===== src/rtl/perclk_pkg.sv =====
package perclk_pkg;
  localparam int CTRL_W   = 32;
  localparam int IDX_W    = 5;
  localparam int SEL_LSB  = 29;
  localparam int EN_BIT   = 28;
  localparam int UDIS_BIT = 24;
  localparam int XDIS_BIT = 20;
  localparam int XSEL_LSB = 16;
  localparam logic [2:0] ESC_CODE = 3'd7;

  // Effective source index; the escape path only exists in audio builds.
  function automatic logic [IDX_W-1:0] src_index(input logic [CTRL_W-1:0] c,
                                                 input bit audio);
    logic [IDX_W-1:0] r;
    r = {2'b00, c[SEL_LSB +: 3]};
    if (audio && (c[SEL_LSB +: 3] == ESC_CODE) && !c[XDIS_BIT])
      r = 5'd8 + {1'b0, c[XSEL_LSB +: 4]};
    return r;
  endfunction
endpackage


===== src/rtl/perclk_ctrl.sv =====
module perclk_ctrl
  import perclk_pkg::*;
#(
  parameter int DIV_W      = 8,
  parameter bit UART_MODE  = 1'b0,
  parameter bit AUDIO_MODE = 1'b0
) (
  input  logic              clk,
  input  logic              rst,
  input  logic              wr_en,
  input  logic [CTRL_W-1:0] wr_data,
  output logic [CTRL_W-1:0] ctrl_q,
  output logic [IDX_W-1:0]  src_idx,
  output logic              out_en,
  output logic [DIV_W:0]    divisor
);
  localparam logic [DIV_W:0] UNITY = (DIV_W+1)'(2);

  logic div_use;

  always_ff @(posedge clk) begin
    if (rst)        ctrl_q <= '0;
    else if (wr_en) ctrl_q <= wr_data;
  end

  generate
    if (UART_MODE) begin : g_uart
      assign div_use = ctrl_q[UDIS_BIT];
    end else begin : g_plain
      assign div_use = 1'b1;
    end
  endgenerate

  assign src_idx = src_index(ctrl_q, AUDIO_MODE);
  assign out_en  = ctrl_q[EN_BIT];
  assign divisor = div_use ? ({1'b0, ctrl_q[DIV_W-1:0]} + UNITY) : UNITY;
endmodule


===== src/rtl/perclk_src_sel.sv =====
module perclk_src_sel
  import perclk_pkg::*;
#(
  parameter int               NUM_SRC  = 16,
  parameter logic [NUM_SRC-1:0] SRC_MASK = '1
) (
  input  logic               clk,
  input  logic               rst,
  input  logic               clr,
  input  logic [NUM_SRC-1:0] src_stb,
  input  logic [IDX_W-1:0]   src_idx,
  output logic               sel_stb
);
  localparam int PAD_W = 1 << IDX_W;

  logic [NUM_SRC-1:0] live;
  logic [PAD_W-1:0]   live_pad;

  assign live     = src_stb & SRC_MASK;
  assign live_pad = {{(PAD_W-NUM_SRC){1'b0}}, live};

  always_ff @(posedge clk) begin
    if (rst || clr) sel_stb <= 1'b0;
    else            sel_stb <= live_pad[src_idx];
  end
endmodule


===== src/rtl/perclk_frac_div.sv =====
module perclk_frac_div #(
  parameter int DIV_W = 8
) (
  input  logic           clk,
  input  logic           rst,
  input  logic           clr,
  input  logic           stb_in,
  input  logic           en,
  input  logic [DIV_W:0] divisor,
  output logic           stb_out
);
  localparam int ACC_W = DIV_W + 2;
  localparam logic [ACC_W-1:0] STEP = ACC_W'(2);

  logic [ACC_W-1:0] acc;
  logic [ACC_W-1:0] sum;
  logic [ACC_W-1:0] dv;

  assign dv  = {1'b0, divisor};
  assign sum = acc + STEP;

  always_ff @(posedge clk) begin
    if (rst || clr) begin
      acc     <= '0;
      stb_out <= 1'b0;
    end else begin
      stb_out <= 1'b0;
      if (stb_in) begin
        if (sum >= dv) begin
          acc     <= sum - dv;
          stb_out <= en;
        end else begin
          acc <= sum;
        end
      end
    end
  end
endmodule


===== src/rtl/perclk_slice.sv =====
module perclk_slice
  import perclk_pkg::*;
#(
  parameter int                 NUM_SRC    = 16,
  parameter int                 DIV_W      = 8,
  parameter bit                 UART_MODE  = 1'b0,
  parameter bit                 AUDIO_MODE = 1'b0,
  parameter logic [NUM_SRC-1:0] SRC_MASK   = '1
) (
  input  logic               clk,
  input  logic               rst,
  input  logic               wr_en,
  input  logic [31:0]        wr_data,
  output logic [31:0]        rd_data,
  input  logic [NUM_SRC-1:0] src_stb,
  output logic               out_stb
);
  logic [IDX_W-1:0] src_idx;
  logic             out_en;
  logic [DIV_W:0]   divisor;
  logic             sel_stb;

  perclk_ctrl #(
    .DIV_W(DIV_W), .UART_MODE(UART_MODE), .AUDIO_MODE(AUDIO_MODE)
  ) u_ctrl (
    .clk(clk), .rst(rst), .wr_en(wr_en), .wr_data(wr_data),
    .ctrl_q(rd_data), .src_idx(src_idx), .out_en(out_en), .divisor(divisor)
  );

  perclk_src_sel #(
    .NUM_SRC(NUM_SRC), .SRC_MASK(SRC_MASK)
  ) u_sel (
    .clk(clk), .rst(rst), .clr(wr_en), .src_stb(src_stb),
    .src_idx(src_idx), .sel_stb(sel_stb)
  );

  perclk_frac_div #(
    .DIV_W(DIV_W)
  ) u_div (
    .clk(clk), .rst(rst), .clr(wr_en), .stb_in(sel_stb),
    .en(out_en), .divisor(divisor), .stb_out(out_stb)
  );
endmodule


===== config.mk =====
export PLATFORM = sky130hd
export DESIGN_NAME = perclk_slice
export DESIGN_NICKNAME = d
export VERILOG_FILES = /design/src/rtl/perclk_pkg.sv /design/src/rtl/perclk_ctrl.sv /design/src/rtl/perclk_src_sel.sv /design/src/rtl/perclk_frac_div.sv /design/src/rtl/perclk_slice.sv
export SDC_FILE = /design/constraint.sdc
export NUM_CORES = 1
export LEC_CHECK = 0
export BUFFER_PORTS_ARGS = -buffer_cell sky130_fd_sc_hd__buf_4
export CORE_AREA = 4 4 82 84
export CTS_BUF_LIST = sky130_fd_sc_hd__clkbuf_16
export DETAILED_ROUTE_END_ITERATION = 12
export DIE_AREA = 0 0 86 88
export GPL_TIMING_DRIVEN = 1
export HOLD_SLACK_MARGIN = 0.05
export PLACE_DENSITY = 0.75
export SYNTH_ARGS = -nofsm -noshare
export SYNTH_HDL_FRONTEND = slang
export SYNTH_SLANG_ARGS = --single-unit

===== constraint.sdc =====
create_clock -name clk -period 5.9 [get_ports clk]
set_input_delay 0 -clock clk [delete_from_list [all_inputs] [get_ports clk]]
set_output_delay 0 -clock clk [all_outputs]
set_load 0.02 [all_outputs]

# == Yosys cells after proc, flatten, opt, wreduce, memory -nomap -nowiden ==
# Cells that the tools add are included.
# classes
addsub,3
n_lt_le_gt_ge,2
reduce_logical,2
mux,3
n_bitwise,2
# op_table
op,count
10-bit by 2-bit adder with 10-bit output (second input constant),1
10-bit by 9-bit >= comparator with 1-bit output,1
10-bit 2-to-1 mux,1
10-bit by 9-bit subtractor with 10-bit output,1
8-bit by 2-bit adder with 9-bit output (second input constant),1
3-bit by 6-bit < comparator with 1-bit output (second input constant),1
1-bit binary-select mux with 3-bit select,1
3-bit OR reduction,1
1-bit inverter,2
1-bit logical OR,1
1-bit 2-to-1 mux,1
# totals
word_cells,16
output_inout_bits,33
ff_bits,44
inputBits,51

# == Depth between registers and ports, before layout ==
# depth
depth_word,4
depth_mapped,12
depth_no_buf,11

# == By module ==
# A second synthesis with hierarchy kept.
# unflattened
cells_unflattened,280
area_unflattened_um2,2615.0
# modules_own_cells
module,cells_per_inst,instances,seq_area_each_um2,area_each_um2
perclk_ctrl,125,1,640.6,1300.0
perclk_frac_div,139,1,220.2,1136.1
perclk_src_sel,16,1,20.0,178.9

# == Worst setup path after synthesis ==
# Ideal clock, no wire load.
# synth_timing
path_kind,flip-flop to flip-flop
start,reg u_ctrl.ctrl_q[1]
end,reg u_div.acc[9]
required_ns,5.780
setup_time_ns,0.120
stages_incl_launch_ff,13
period_less_slack_ns,2.666
arrival_time_ns,2.545
setup_slack_ns,3.234
path_buffers,2
path_cell_list,dfxtp_1 ha_1 nand3_1 xor2_1 ha_1 buf_2 a211oi_1 nor2_1 o31ai_1 nand2_2 buf_6 a41oi_1 nand2_1
# synth_between
elab_chain_cells,3
word_cells_on_any_way,4
classes_between,add/sub (2); order compare (1); mux (1)
# synth_rtl
item,line,rtl
from (decl),perclk_ctrl.sv:12,"output logic [CTRL_W-1:0] ctrl_q,"
from (signal assigned),perclk_ctrl.sv:23,else if (wr_en) ctrl_q <= wr_data;
8-bit by 2-bit adder with 9-bit output (*),perclk_ctrl.sv:36,"assign divisor = div_use ? ({1'b0, ctrl_q[DIV_W-1:0]} + UNITY) : UNITY;"
10-bit by 9-bit subtractor with 10-bit output / 10-bit by 9-bit >= comparator with 1-bit output (equally long branches),"perclk_frac_div.sv:30, perclk_frac_div.sv:29",
10-bit 2-to-1 mux (*),perclk_frac_div.sv:29,if (sum >= dv) begin
to (signal assigned),perclk_frac_div.sv:30,acc <= sum - dv;
to (signal assigned),perclk_frac_div.sv:33,acc <= sum;
to (decl),perclk_frac_div.sv:15,logic [ACC_W-1:0] acc;
# Every way passes the cells marked *; elsewhere a longest branch is shown, timed or not.
# A chain may end at the register's enable or synchronous reset.

# == Final worst setup path ==
# layout_timing
start,reg u_div.acc[1]
end,reg u_div.acc[1]
# layout_between
elab_chain_cells,3
word_cells_on_any_way,4
classes_between,add/sub (2); order compare (1); mux (1)
# layout_rtl
item,line,rtl
10-bit by 2-bit adder with 10-bit output (*),perclk_frac_div.sv:20,assign sum = acc + STEP;
10-bit by 9-bit subtractor with 10-bit output / 10-bit by 9-bit >= comparator with 1-bit output (equally long branches),"perclk_frac_div.sv:30, perclk_frac_div.sv:29",
10-bit 2-to-1 mux (*),perclk_frac_div.sv:29,
# Marks and branches as above.

==> flow_summary.toml <==
[layout]
area_growth_pct = 44.30
register_area_sq_um = 880.8
final_nets = 418
multi_input_area_sq_um = 1401
nFillCells = 511
insertedDiodeCount = 0
drive_above_1_share = 0.2479

[die]
core-area_sq_um = 5921
start_util = 0.4003
rows = 28
io_pins = 84
dieArea_sq_um = 7568
die_w_microns = 86
dieHeight_microns = 88

[yosys]
synth_seq_cells = 44
postSynthCellCount = 255
synth_nets = 318
yosysSeqAreaShare = 0.3717
async_flop_share = 0
synth.area.top_cells = "dfxtp_1, mux2i_1, nor2_1"
synth_cell_types = 47
synth_top_area_frac = 0.3717
yosysMostFrequentCell = "dfxtp_1"
yosys_warnings = 0
synth_top_cell_by_area = "dfxtp_1"
post_synth_instance_area_sq_um = 2370
synth_edf_count = 0
avgSynthCellArea_sq_um = 9.293
ys.flop_type = "dfxtp_1"
yosys-top-cells-count = "dfxtp_1, nor2_1, mux2i_1"

[pwr]
switchingPower_uw = 226.6
pwr-share-clk = 0.335
p_sw_frac = 0.2847
internal-power_uw = 569.4
pwr_density_cell_nw_per_um2 = 232.8
leakagePower_uw = 0.001575
finalPower_uw = 796.0
comb_power_share = 0.254
vdd_drop_max_v = 0.0001443
seqPwrFrac = 0.411

[worst_setup_path]
path_delay_family = "simple AND/OR/NAND/NOR gates"
crit_type = "reg -> reg"
path_cells = "ha_1 > and3_1 > nand3_1 > xnor2_1 > ha_1 > nand4_1 > a211oi_1 > o31ai_1 > nand2_2 > mux2_1 > o21ai_1"
cp_data_arrival_time_ns = 3.34
r2r-end = "u_div.acc[1]"
cp.required_ns = 6.11
r2r_slack_ns = 2.77
r2r_cells = 11
cp_slowest_cell = "dfxtp_1"
cp-end-kind = "register"
path_buf_inv = 0
crit_path_frequent_cell = "ha_1"
startpoint_type = "register"
critPathMaxFanout = 14
reg2reg_from = "u_div.acc[1]"
crit_start = "u_div.acc[1]"
max_stage_delay_ns = 0.44

[min_path]
hold_start = "rst"
hold_path_depth = 2
whs_endpoint = "u_ctrl.ctrl_q[29]"
hp-class = "in -> reg"

[sta]
finalCritPeriodShare = 0.5302
max_freq_mhz = 319.6
setup_viol = 0
hold_viol_final = 0
rsz0062_at_grt = "no"
final.setup.tns_ns = 0
slew_headroom = 0.6048
maxSlewViolCount = 0
worstMarginPinSlew_ns = 0.5920
skew_ns = 0.003004
fin_crit_ns = 3.128

[routing]
firstDrtPassIters = 4
post-route-drc-count = 0
drt-initial-drc-count = 101
ant_nets = 0
wl_per_cell_microns = 14.20
num_vias = 2189
finalWirelength_mm = 6.107
viasPerCell = 5.091

[clock_network]
cts-buffers-inserted = 5
cts_tree = "yes"
htreeDepth = 2
clk_pin_slew_ns = 0.06
cts_root_buffer = "clkbuf_16"
cts.path.max_buffers = 2
cts.sinks = 44
clk_latency_ns = 0.28
cts_setup_buffers = 0

[global_route]
grt.total_usage = 0.1694
antenna_found_initial = 0
grt_pass1_wl_mm = 10.30
grt_max_degree = 35
grt_pass1_vias = 2207
overflow = 0

[outcome]
status = "complete, no violations"

[placed_design]
io_buffers = 75
dp_hpwl_mm = 4.175
place_congestion = 0.8375

[job]
cap_violations = 0
-- layer usage --
metal / track usage / vias to the layer above / part of all wire
met4: 0.04317 / 0 / 0.013
met2: 0.2985 / 55 / 0.51
met3: 0.05550 / 9 / 0.058
li1: - / 1098 / -
met1: 0.1984 / 1027 / 0.41
met5: 0 / - / 0
-- worst reg2reg max path, delay by kind of cell (launching register included) --
family | cells | cell delay [ns]
AO/OA/AOI/OAI | 3 | 0.55
XOR/XNOR | 1 | 0.22
adder cells (fa/ha/maj) | 2 | 0.64
flip-flops | 1 | 0.44
multiplexers | 1 | 0.39
AND/OR/NAND/NOR | 4 | 0.81
-- cells in the final DEF, fill, tap and decap left out, drive strengths merged, types with 6 or more instances in the layout --
cell          n
xnor2         9
a21oi         9
inv           6
dlygate4sd3  32
mux2i        40
dfxtp        44
o21ai         6
nand2         9
xor2          8
buf          75
nand3         9
ha           11
nor2         42
-- registers in the layout (all words and copies together) (netlist names) --
register / cells
u_div.acc: 10
u_ctrl.ctrl_q: 32
u_sel.sel_stb: 1
u_div.stb_out: 1
-- stage by stage --
step,utilization,cells,hold WS (ns),setup slack (ns),instance area (sq um)
2_1_floorplan,-,255,0.1472,3.234,2370
3_3_place_gp,0.5002,391,0.2311,2.892,2962
3_5_place_dp,0.5002,391,0.2405,2.843,2962
4_1_cts,0.5776,430,0.1152,2.816,3420
5_1_grt,0.5776,430,0.1361,2.556,3420
6_report,0.5776,430,0.1089,2.772,3420
-- cells by family after synthesis --
kind of cell	Yosys count	share of synthesized area
AO/OA/AOI/OAI	35	0.09451
XOR/XNOR	17	0.06283
adder cells (fa/ha/maj)	12	0.06653
buffers and inverters	20	0.03696
flip-flops	44	0.3717
multiplexers	43	0.1927
AND/OR/NAND/NOR	84	0.1748
-- timing repair --
action | CTS | global route
hold buffers | 32 | 0
endpoints found under the hold margin | 32 | 0
gates resized for setup | 0 | 0
-- how the worst max path moves through the flow --
| stage | to | cells after the start | slack (ns) |
|---|---|---|---|
| global placement | u_div.acc[1] | 11 | 2.89 |
| global route | u_div.acc[1] | 11 | 2.56 |
| finish | u_div.acc[1] | 11 | 2.77 |
| CTS | u_div.acc[5] | 11 | 2.82 |
| floorplan | u_div.acc[9] | 12 | 3.23 |
| detailed placement | u_div.acc[1] | 11 | 2.84 |
-- power by group through the flow --
stage	sequential, uW	combinational (uW)	clock (uW)
after floorplan	345	116	0
after global routing	330	221	287
after detailed placement	334	185	0
after CTS	327	202	272
after global placement	333	182	0
final	328	202	267
-- cell type report --
cell class                      count  share of cell area
Timing Repair Buffer              107              0.2583
Multi-Input combinational cell    191              0.4098
Clock buffer                        5             0.03659
Inverter                            6            0.006586
Clock inverter                      2            0.003659
Sequential cell                    44              0.2576
Tap cell                           75             0.02744
Power figures use the tool's default switching activity.
